File: config.mk
export PLATFORM = sky130hd
export DESIGN_NAME = wdog_top
export DESIGN_NICKNAME = d
export VERILOG_FILES = /design/src/rtl/wdog_pkg.sv /design/src/rtl/wdog_tick_timer.sv /design/src/rtl/wdog_cmd_gate.sv /design/src/rtl/wdog_fsm.sv /design/src/rtl/wdog_top.sv
export SDC_FILE = /design/constraint.sdc
export NUM_CORES = 1
export LEC_CHECK = 0
export BUFFER_PORTS_ARGS = -buffer_cell sky130_fd_sc_hd__buf_2
export CORE_UTILIZATION = 35
export CTS_BUF_LIST = sky130_fd_sc_hd__clkbuf_4 sky130_fd_sc_hd__clkbuf_8 sky130_fd_sc_hd__clkbuf_16
export CTS_CLUSTER_SIZE = 14
export DETAILED_ROUTE_END_ITERATION = 10
export PLACE_DENSITY_LB_ADDON = 0.1
export SLEW_MARGIN = 5
export SYNTH_ARGS = -nofsm -noshare
export SYNTH_HDL_FRONTEND = slang
export SYNTH_SLANG_ARGS = --single-unit
File: constraint.sdc
create_clock -name clk -period 5.3 [get_ports clk]
set_input_delay 1.06 -clock clk [delete_from_list [all_inputs] [get_ports clk]]
set_output_delay 1.06 -clock clk [all_outputs]
set_load 0.03 [all_outputs]
File: src/rtl/wdog_pkg.sv
package wdog_pkg;

    typedef enum logic [1:0] {
        WS_IDLE  = 2'd0,
        WS_COUNT = 2'd1,
        WS_FIRE  = 2'd2,
        WS_HALT  = 2'd3
    } wd_state_t;

    localparam logic [7:0]  OFF_CFG    = 8'h00;
    localparam logic [7:0]  OFF_STS    = 8'h04;
    localparam logic [7:0]  OFF_CMD    = 8'h08;
    localparam logic [7:0]  OFF_UNLOCK = 8'h0C;
    localparam logic [7:0]  OFF_TMR    = 8'h10;
    localparam logic [15:0] GUARD_KEY  = 16'hC45A;
    localparam int          STRIKE_W   = 2;

endpackage

File: src/rtl/wdog_tick_timer.sv
module wdog_tick_timer #(
    parameter int TMR_W = 24
) (
    input  logic        clk,
    input  logic        rst_n,
    input  logic        we,
    input  logic [31:0] wdata,
    input  logic        tick_1us,
    output logic [31:0] ctrl_o,
    output logic        fire
);
    localparam int PAD_W = 30 - TMR_W;

    logic             en_q;
    logic             auto_q;
    logic [TMR_W-1:0] period_q;
    logic [TMR_W-1:0] cnt_q;
    logic             live;

    assign live = en_q && (period_q != '0);
    assign fire = live && tick_1us && (cnt_q == period_q - 1'b1);

    always_ff @(posedge clk or negedge rst_n) begin
        if (!rst_n) begin
            en_q     <= 1'b0;
            auto_q   <= 1'b0;
            period_q <= '0;
            cnt_q    <= '0;
        end else if (we) begin
            en_q     <= wdata[31];
            auto_q   <= wdata[30];
            period_q <= wdata[TMR_W-1:0];
            cnt_q    <= '0;
        end else if (fire) begin
            cnt_q <= '0;
            if (!auto_q) begin
                en_q <= 1'b0;
            end
        end else if (live && tick_1us) begin
            cnt_q <= cnt_q + 1'b1;
        end
    end

    assign ctrl_o = {en_q, auto_q, {PAD_W{1'b0}}, period_q};


    cnt_below_period_chk: assert property (@(posedge clk) disable iff (!rst_n)
        live |-> (cnt_q < period_q));


    oneshot_stops_chk: assert property (@(posedge clk) disable iff (!rst_n)
        (fire && !auto_q && !we) |=> !en_q);

endmodule

File: src/rtl/wdog_cmd_gate.sv
module wdog_cmd_gate
    import wdog_pkg::*;
(
    input  logic        clk,
    input  logic        rst_n,
    input  logic        unl_we,
    input  logic        cmd_we,
    input  logic [15:0] wdata,
    output logic        armed,
    output logic        start,
    output logic        stop
);
    logic armed_q;

    always_ff @(posedge clk or negedge rst_n) begin
        if (!rst_n) begin
            armed_q <= 1'b0;
        end else if (unl_we) begin
            armed_q <= (wdata == GUARD_KEY);
        end else if (cmd_we) begin
            armed_q <= 1'b0;
        end
    end

    assign stop  = cmd_we && wdata[1] && armed_q;
    assign start = cmd_we && wdata[0] && !stop;
    assign armed = armed_q;


    cmd_disarms_chk: assert property (@(posedge clk) disable iff (!rst_n)
        (cmd_we && !unl_we) |=> !armed_q);


    no_stop_unarmed_chk: assert property (@(posedge clk) disable iff (!rst_n)
        !armed_q |-> !stop);

endmodule

File: src/rtl/wdog_fsm.sv
module wdog_fsm
    import wdog_pkg::*;
#(
    parameter int CNT_W = 8
) (
    input  logic                clk,
    input  logic                rst_n,
    input  logic [CNT_W-1:0]    period,
    input  logic                int_en,
    input  logic                rst_en,
    input  logic                start,
    input  logic                stop,
    input  logic                tick,
    output logic [CNT_W-1:0]    count_o,
    output logic [STRIKE_W-1:0] strikes_o,
    output logic                irq,
    output logic                rst_req
);
    localparam logic [STRIKE_W-1:0] LAST_STRIKE = '1;

    wd_state_t             state_q, state_d;
    logic [CNT_W-1:0]      count_q;
    logic [STRIKE_W-1:0]   strikes_q;
    logic                  irq_q;
    logic                  runout;
    logic                  final_runout;

    assign runout       = (state_q == WS_COUNT) && tick && (count_q <= 1);
    assign final_runout = runout && (strikes_q == LAST_STRIKE);

    // state register
    always_ff @(posedge clk or negedge rst_n) begin
        if (!rst_n) begin
            state_q <= WS_IDLE;
        end else begin
            state_q <= state_d;
        end
    end

    // next-state logic
    always_comb begin
        state_d = state_q;
        unique case (state_q)
            WS_IDLE: begin
                if (start) state_d = WS_COUNT;
            end
            WS_COUNT: begin
                if (stop)              state_d = WS_IDLE;
                else if (start)        state_d = WS_COUNT;
                else if (final_runout) state_d = rst_en ? WS_FIRE : WS_HALT;
            end
            WS_FIRE: begin
                if (stop)       state_d = WS_IDLE;
                else if (start) state_d = WS_COUNT;
                else            state_d = WS_HALT;
            end
            WS_HALT: begin
                if (stop)       state_d = WS_IDLE;
                else if (start) state_d = WS_COUNT;
            end
            default: state_d = WS_IDLE;
        endcase
    end

    // countdown and strike datapath
    always_ff @(posedge clk or negedge rst_n) begin
        if (!rst_n) begin
            count_q   <= '0;
            strikes_q <= '0;
        end else if (start && !stop) begin
            count_q   <= period;
            strikes_q <= '0;
        end else if (!stop && final_runout) begin
            count_q <= '0;
        end else if (!stop && runout) begin
            count_q   <= period;
            strikes_q <= strikes_q + 1'b1;
        end else if (!stop && (state_q == WS_COUNT) && tick) begin
            count_q <= count_q - 1'b1;
        end
    end

    // interrupt latch
    always_ff @(posedge clk or negedge rst_n) begin
        if (!rst_n) begin
            irq_q <= 1'b0;
        end else if (start || stop) begin
            irq_q <= 1'b0;
        end else if (runout && (strikes_q == '0) && int_en) begin
            irq_q <= 1'b1;
        end
    end

    // outputs
    always_comb begin
        rst_req   = (state_q == WS_FIRE);
        irq       = irq_q;
        count_o   = count_q;
        strikes_o = strikes_q;
    end


    rst_pulse_chk: assert property (@(posedge clk) disable iff (!rst_n)
        rst_req |=> !rst_req);


    fire_to_halt_chk: assert property (@(posedge clk) disable iff (!rst_n)
        (rst_req && !start && !stop) |=> (state_q == WS_HALT));


    halt_frozen_chk: assert property (@(posedge clk) disable iff (!rst_n)
        ((state_q == WS_HALT) && !start && !stop) |=> ($stable(count_q) && $stable(strikes_q)));


    strike_mono_chk: assert property (@(posedge clk) disable iff (!rst_n)
        ((state_q == WS_COUNT) && !start) |=> (strikes_q >= $past(strikes_q)));


    irq_needs_en_chk: assert property (@(posedge clk) disable iff (!rst_n)
        $rose(irq_q) |-> $past(int_en));


    stop_idles_chk: assert property (@(posedge clk) disable iff (!rst_n)
        stop |=> (state_q == WS_IDLE) && !irq_q);

endmodule

File: src/rtl/wdog_top.sv
module wdog_top
    import wdog_pkg::*;
#(
    parameter int ADDR_W = 5,
    parameter int TMR_W  = 24,
    parameter int CNT_W  = 8,
    parameter int IDX_W  = 4
) (
    input  logic              clk,
    input  logic              rst_n,
    input  logic              tick_1us,
    input  logic [ADDR_W-1:0] bus_addr,
    input  logic              bus_we,
    input  logic [31:0]       bus_wdata,
    output logic [31:0]       bus_rdata,
    output logic              irq,
    output logic              rst_req
);
    localparam int CNT_LSB = IDX_W;
    localparam int CNT_MSB = IDX_W + CNT_W - 1;
    localparam int IEN_BIT = CNT_MSB + 1;
    localparam int REN_BIT = IEN_BIT + 3;
    localparam int STK_LSB = CNT_MSB + 1;

    localparam logic [ADDR_W-1:0] A_CFG = ADDR_W'(OFF_CFG);
    localparam logic [ADDR_W-1:0] A_STS = ADDR_W'(OFF_STS);
    localparam logic [ADDR_W-1:0] A_CMD = ADDR_W'(OFF_CMD);
    localparam logic [ADDR_W-1:0] A_UNL = ADDR_W'(OFF_UNLOCK);
    localparam logic [ADDR_W-1:0] A_TMR = ADDR_W'(OFF_TMR);

    logic [IDX_W-1:0]    idx_q;
    logic [CNT_W-1:0]    period_q;
    logic                int_en_q;
    logic                rst_en_q;

    logic                cfg_we, cmd_we, unl_we, tmr_we;
    logic                armed, start, stop, fire;
    logic [31:0]         tmr_ctrl;
    logic [CNT_W-1:0]    count;
    logic [STRIKE_W-1:0] strikes;

    assign cfg_we = bus_we && (bus_addr == A_CFG);
    assign cmd_we = bus_we && (bus_addr == A_CMD);
    assign unl_we = bus_we && (bus_addr == A_UNL);
    assign tmr_we = bus_we && (bus_addr == A_TMR);

    always_ff @(posedge clk or negedge rst_n) begin
        if (!rst_n) begin
            idx_q    <= '0;
            period_q <= '0;
            int_en_q <= 1'b0;
            rst_en_q <= 1'b0;
        end else if (cfg_we) begin
            idx_q    <= bus_wdata[IDX_W-1:0];
            period_q <= bus_wdata[CNT_MSB:CNT_LSB];
            int_en_q <= bus_wdata[IEN_BIT];
            rst_en_q <= bus_wdata[REN_BIT];
        end
    end

    wdog_tick_timer #(.TMR_W(TMR_W)) u_timer (
        .clk      (clk),
        .rst_n    (rst_n),
        .we       (tmr_we),
        .wdata    (bus_wdata),
        .tick_1us (tick_1us),
        .ctrl_o   (tmr_ctrl),
        .fire     (fire)
    );

    wdog_cmd_gate u_gate (
        .clk    (clk),
        .rst_n  (rst_n),
        .unl_we (unl_we),
        .cmd_we (cmd_we),
        .wdata  (bus_wdata[15:0]),
        .armed  (armed),
        .start  (start),
        .stop   (stop)
    );

    wdog_fsm #(.CNT_W(CNT_W)) u_fsm (
        .clk       (clk),
        .rst_n     (rst_n),
        .period    (period_q),
        .int_en    (int_en_q),
        .rst_en    (rst_en_q),
        .start     (start),
        .stop      (stop),
        .tick      (fire),
        .count_o   (count),
        .strikes_o (strikes),
        .irq       (irq),
        .rst_req   (rst_req)
    );

    always_comb begin
        bus_rdata = '0;
        if (bus_addr == A_CFG) begin
            bus_rdata[IDX_W-1:0]       = idx_q;
            bus_rdata[CNT_MSB:CNT_LSB] = period_q;
            bus_rdata[IEN_BIT]         = int_en_q;
            bus_rdata[REN_BIT]         = rst_en_q;
        end else if (bus_addr == A_STS) begin
            bus_rdata[CNT_MSB:CNT_LSB]              = count;
            bus_rdata[STK_LSB+STRIKE_W-1:STK_LSB]   = strikes;
        end else if (bus_addr == A_UNL) begin
            bus_rdata[0] = armed;
        end else if (bus_addr == A_TMR) begin
            bus_rdata = tmr_ctrl;
        end
    end


    reset_quiet_chk: assert property (@(posedge clk)
        !rst_n |-> (!irq && !rst_req));

endmodule

# After elaboration in Yosys (flattened, before gate mapping)
# Index checks and enable logic that the tools add are counted.
[word_totals]
reg_bits = 78
out_inout_bits = 34
wordCells = 102
[classes]
addsub = 4
magnitude_cmp = 1
n_eq_ne = 13
muxes = 36
reduce_logical = 35
[ops]
columns = ["operator", "count"]
rows = [
  ["24-bit two-way mux", 3],
  ["32-bit two-way mux", 1],
  ["8-bit two-way mux", 4],
  ["31-bit two-way mux", 1],
  ["24-bit by 1-bit adder with 24-bit output (second input constant)", 1],
  ["24-bit equality test", 1],
  ["24-bit nonzero test", 1],
  ["24-bit by 1-bit subtractor with 24-bit output (second input constant)", 1],
  ["2-bit two-way mux", 11],
  ["1-bit logical AND", 21],
  ["18-bit two-way mux", 1],
  ["16-bit equality test (second input constant)", 1],
  ["16-bit two-way mux", 1],
  ["13-bit two-way mux", 1],
  ["5-bit by 4-bit equality test with 1-bit output (second input constant)", 2],
  ["1-bit two-way mux", 10],
  ["10-bit two-way mux", 1],
  ["8-bit by 1-bit less-or-equal comparator with 1-bit output (second input constant)", 1],
  ["2-bit one-hot mux with 4 select lines", 1],
  ["2-bit nonzero test", 4],
  ["8-bit by 1-bit subtractor with 8-bit output (second input constant)", 1],
  ["2-bit equality test (second input constant)", 3],
  ["5-bit by 3-bit equality test with 1-bit output (second input constant)", 1],
  ["5-bit equality test (second input constant)", 1],
  ["other kinds (13)", 15],
]

# Longest topological paths before layout
[depth]
word_depth = 11
depth_mapped = 13
ltp_nobuf = 11

# Cells and area by module
# Synthesis repeated with hierarchy kept, for this count alone.
[hier_totals]
hier_cells = 541
hier_area_um2 = 5402.7
[modules_own_cells]
columns = ["mod", "instances", "cells_per_inst", "area_per_inst_um2"]
rows = [
  ["wdog_tick_timer", 1, 326, 3333.2],
  ["wdog_top", 1, 100, 1019.7],
  ["wdog_fsm", 1, 102, 943.4],
  ["wdog_cmd_gate", 1, 13, 106.4],
]

# Worst setup path before layout
# No wires, ideal clock.
[synth_timing]
path_kind = "reg-to-reg"
startpoint = "register u_timer.period_q[0]"
endpoint = "register u_fsm.count_q[4] (netlist: u_fsm.count_o[4])"
setup_ps = 101
arrival_ps = 4307
required_time_ps = 5199
setup_slack_ps = 893
stages_incl_launch_ff = 13
n_path_buf = 1
synth_period_minus_slack_ps = 4407
cell_sequence = "dfrtp_1 inv_1 ha_1 or4b_1 clkbuf_1 or4_4 or4b_1 a222oi_1 or4b_1 nor4b_4 nand3_1 or4_4 o311ai_2"
[synth_between]
elab_chain_cells = 10
[synth_lines]
columns = ["item", "line_no", "text"]
rows = [
  ["start, declared", "wdog_tick_timer.sv:16", "logic [TMR_W-1:0] period_q;"],
  ["start signal, assigned", "wdog_tick_timer.sv:32", "period_q <= wdata[TMR_W-1:0];"],
  ["parallel branches: the longest is 3 deep, another holds 24-bit by 1-bit subtractor with 24-bit output", "n/a", ""],
  ["1-bit logical AND *", "wdog_tick_timer.sv:21", "assign fire = live && tick_1us && (cnt_q == period_q - 1'b1);"],
  ["1-bit logical AND (2 in series)", "wdog_fsm.sv:28", "assign runout = (state_q == WS_COUNT) && tick && (count_q <= 1);"],
  ["1-bit logical AND (on tied branches)", "wdog_fsm.sv:75, wdog_fsm.sv:29", ""],
  ["8-bit two-way mux or 1-bit logical AND (tied branches)", "wdog_fsm.sv:75, wdog_fsm.sv:73", ""],
  ["8-bit two-way mux", "wdog_fsm.sv:73", "end else if (!stop && final_runout) begin"],
  ["8-bit two-way mux", "wdog_fsm.sv:70", "end else if (start && !stop) begin"],
  ["end signal, assigned", "wdog_fsm.sv:71", "count_q <= period;"],
  ["end signal, assigned", "wdog_fsm.sv:76", "count_q <= period;"],
  ["end signal, assigned", "wdog_fsm.sv:79", "count_q <= count_q - 1'b1;"],
  ["end, declared", "wdog_fsm.sv:22", "logic [CNT_W-1:0] count_q;"],
]
# Every way passes the cells marked *.
# A chain may end at the register's enable or synchronous reset.

# Final worst setup path
# Same ends and word-level chain as after synthesis.

==> out/qor.tcl <==
set qor(synth-edff-count) 0
set qor(grt_first_pass_wirelength_mm) 26.45
set qor(power_leakage_nw) 2.779
set qor(finalWeightedCongestion) 0.9235
set qor(post_cts.repair.setup_buffers) 0
set qor(total_switching_power_mw) 0.6972
set qor(critical_path.endpoint_type) {flip-flop}
set qor(max_clock_freq_mhz) 205.0
set qor(global_route_usage_over_all_layers_pct) 23.14
set qor(peakVddDrop_mv) 0.1506
set qor(synth_ff_type) {dfrtp_1}
set qor(cts_tree) {yes}
set qor(yosys.cell_types.count) 68
set qor(fin_crit_sh_pct) 92.03
set qor(worst_max_slew_pin_slew_ns) 1.031
set qor(swShare_pct) 34.91
set qor(postcts_resize_cnt) 0
set qor(pwr_density_cell_nw_per_um2) 332.4
set qor(clock-skew-final_ns) 0.008201
set qor(floorplan.rows) 44
set qor(cts-buffers-inserted) 9
set qor(synthesis.instances) 634
set qor(final_antenna_net_count) 0
set qor(yosys_register_bits) 78
set qor(final_layout_size_suffix_gt1_share_pct) 16.21
set qor(grt_start_max_net_pins) 79
set qor(part_of_the_total_power_dissipated_in_the_clock_network_pct) 33.6
set qor(synth_warnings) 0
set qor(die_w_um) 124.0
set qor(synth.avg_cell_area_um2) 8.212
set qor(fillCellCount) 1508
set qor(timing.rr.start) {u_timer.period_q[0]}
set qor(initial_core_util_pct) 35.82
set qor(crit_arrival_ns) 5.12
set qor(critical-path-slowest-cell) {or4_4}
set qor(rsz0062_at_grt) {false}
set qor(report.final.slew_viol_count) 0
set qor(reg2reg_setup_slack_ns) 0.42
set qor(yosys.area.top_type) {dfrtp_1}
set qor(worstSkewPairLatency_ns) 0.35
set qor(worstPathCellList) {inv_1, ha_1, or4b_1, or4_4, or4b_1, a222oi_1, or4b_1, nor4b_4, nand3_1, or4_4, o311ai_2}
set qor(finalHoldViolations) 0
set qor(worstSetupStartpoint) {u_timer.period_q[0]}
set qor(path_max_fanout) 6
set qor(drt_iter0_markers) 517
set qor(critPathTopFamily) {simple AND/OR/NAND/NOR gates}
set qor(power.internal_mw) 1.300
set qor(ys_seq_area_share_pct) 37.49
set qor(vias_in_the_first_global_route) 4768
set qor(final_power_mw) 1.997
set qor(detailed_place_hpwl_mm) 12.20
set qor(gr-total-overflow) 0
set qor(die_h_um) 124.0
set qor(cp_num_buf_inv) 1
set qor(die_area_um2) 15370
set qor(setup_viol) 0
set qor(nNetsFinal) 735
set qor(relSlewSlack_pct) 31.24
set qor(wire_per_inst_um) 18.79
set qor(sequentialPowerShare_pct) 41.3
set qor(mappedNetlistArea_um2) 5206
set qor(i_o_pin_count) 75
set qor(start_kind) {flip-flop}
set qor(post-synth-top-area-fraction_pct) 37.49
set qor(clkTransAtPathRegs_ns) 0.07
set qor(dpl_cell_area_um2) 5697
set qor(path_depth) 11
set qor(critical_path.most_common_cell) {or4b_1}
set qor(critical_path.endpoint) {u_fsm.count_o[4]}
set qor(dr.pass1.iters) 5
set qor(synth_area_leaders) {dfrtp_1 (37%), nand2_1 (9.1%), nor2_1 (3.6%), xnor2_1 (3.5%), o21ai_0 (3.4%)}
set qor(via_per_inst) 5.650
set qor(postRouteWirelength_mm) 16.44
set qor(period_minus_slack_ns) 4.878
set qor(pwr-share-comb_pct) 25.2
set qor(antenna_cells) 0
set qor(layout-area-overhead-vs-synth_pct) 15.40
set qor(stdcell_area_um2) 6008
set qor(cp_slowest_stage_delay_ns) 0.55
set qor(cts_htree_levels) 3
set qor(timing.reg2reg.worst_path_depth) 11
set qor(finalSetupTns_ns) 0
set qor(post_cts_hold_buffer_count) 0
set qor(clockBufferDepth) 2
set qor(cts-root-buf) {clkbuf_16}
set qor(status) {completed}
set qor(cap_viol_max_count) 0
set qor(via_count) 4944
set qor(crit-reg2reg-capture) {u_fsm.count_o[4]}
set qor(postSynth.asyncResetShare_pct) 100.0
set qor(critical_path_class) {reg2reg}
set qor(detail_route.drc_violations) 0
set qor(hold_path_class) {reg2reg}
set qor(place.port_buffers) 62
set qor(cts.sinks) 78
set qor(core-area_um2) 14530
set qor(grt_antenna_before_repair) 0
set qor(critPathRequiredTime_ns) 5.55
==> cells in the mapped netlist, drive strengths merged (14+ instances only) <==
cell	number
nand2	126
a21oi	27
nand3	22
clkbuf	27
o21ai	36
xor2	16
and3	24
xnor2	21
inv	18
nor2	50
mux2	14
dfrtp	78
==> per-layer routing <==
| layer | global-route usage [%] | routed length [um] | up-vias |
|---|---|---|---|
| li1 | - | - | 2367 |
| met1 | 33.46 | 8149 | 2410 |
| met4 | 5.878 | 154 | 0 |
| met5 | 0 | 0 | - |
| met3 | 3.938 | 831 | 11 |
| met2 | 35.59 | 7306 | 156 |
==> cell type report <==
type | instances | area [um^2] | share of cell area [%]
timing repair buffer | 73 | 395.4 | 6.581
clock inverter | 6 | 86.33 | 1.437
sequential | 78 | 1952 | 32.49
inverter | 18 | 67.56 | 1.125
multi-input combinational | 507 | 3052 | 50.79
tap | 184 | 230.2 | 3.832
clock buffer | 9 | 225.2 | 3.748
==> state kept, by name, summed over array words and instances (netlist names) <==
signal	cells
u_gate.armed	1
period_q	8
idx_q	4
u_fsm.state_q	2
u_timer.period_q	24
u_timer.cnt_q	24
int_en_q	1
u_timer.en_q	1
u_fsm.irq	1
u_fsm.strikes_o	2
u_fsm.count_o	8
rst_en_q	1
u_timer.auto_q	1
==> worst min path at each step <==
stage / start / endpoint / slack [ns] / cells past startpoint
6_report: idx_q[1] / idx_q[1] / 0.50 / 1
5_1_grt: idx_q[1] / idx_q[1] / 0.52 / 1
4_1_cts: idx_q[3] / idx_q[3] / 0.51 / 1
3_5_place_dp: idx_q[3] / idx_q[3] / 0.49 / 1
3_3_place_gp: idx_q[1] / idx_q[1] / 0.49 / 1
2_1_floorplan: u_timer.auto_q / u_timer.auto_q / 0.46 / 2
==> cell families (layout without fill, tap and decap cells) <==
group / Yosys count / in the layout / synth area share (%)
compound gates: 119 / 119 / 14.85
buf+inv: 54 / 106 / 4.374
fa+ha+maj: 7 / 7 / 1.682
other cells: 1 / 6 / 0.07203
xor+xnor: 37 / 37 / 6.224
mux: 20 / 20 / 4.182
simple gates: 318 / 318 / 31.12
flops: 78 / 78 / 37.49
==> power by group through the flow <==
stage	sequential [mW]	combinational (mW)	clock, mW
finish	0.824	0.502	0.671
global route	0.841	0.569	0.718
CTS	0.823	0.504	0.686
detailed placement	0.834	0.501	0
global placement	0.831	0.491	0
floorplan	0.770	0.391	0
==> stage by stage <==
stage | util [%] | hold WS (ns) | cells | setup slack, ns
floorplan | - | 0.4607 | 639 | 0.8929
global placement | 39.20 | 0.4880 | 860 | 0.4931
detailed placement | 39.20 | 0.4930 | 860 | 0.4465
CTS | 41.34 | 0.5065 | 875 | 0.4317
global route | 41.34 | 0.5249 | 875 | 0.1772
finish | 41.34 | 0.5041 | 875 | 0.4223
==> layout by cell type, fill, tap and decap left out, types with 13 or more instances in the layout <==
| cell | n |
|---|---|
| nand2_1 | 126 |
| dfrtp_1 | 78 |
| buf_2 | 61 |
| nor2_1 | 50 |
| o21ai_0 | 35 |
| a21oi_1 | 27 |
| and3_1 | 24 |
| nand3_1 | 22 |
| xnor2_1 | 21 |
| inv_1 | 18 |
| xor2_1 | 16 |
| mux2_2 | 14 |
| nor3_1 | 13 |
Power figures use the tool's default switching activity.
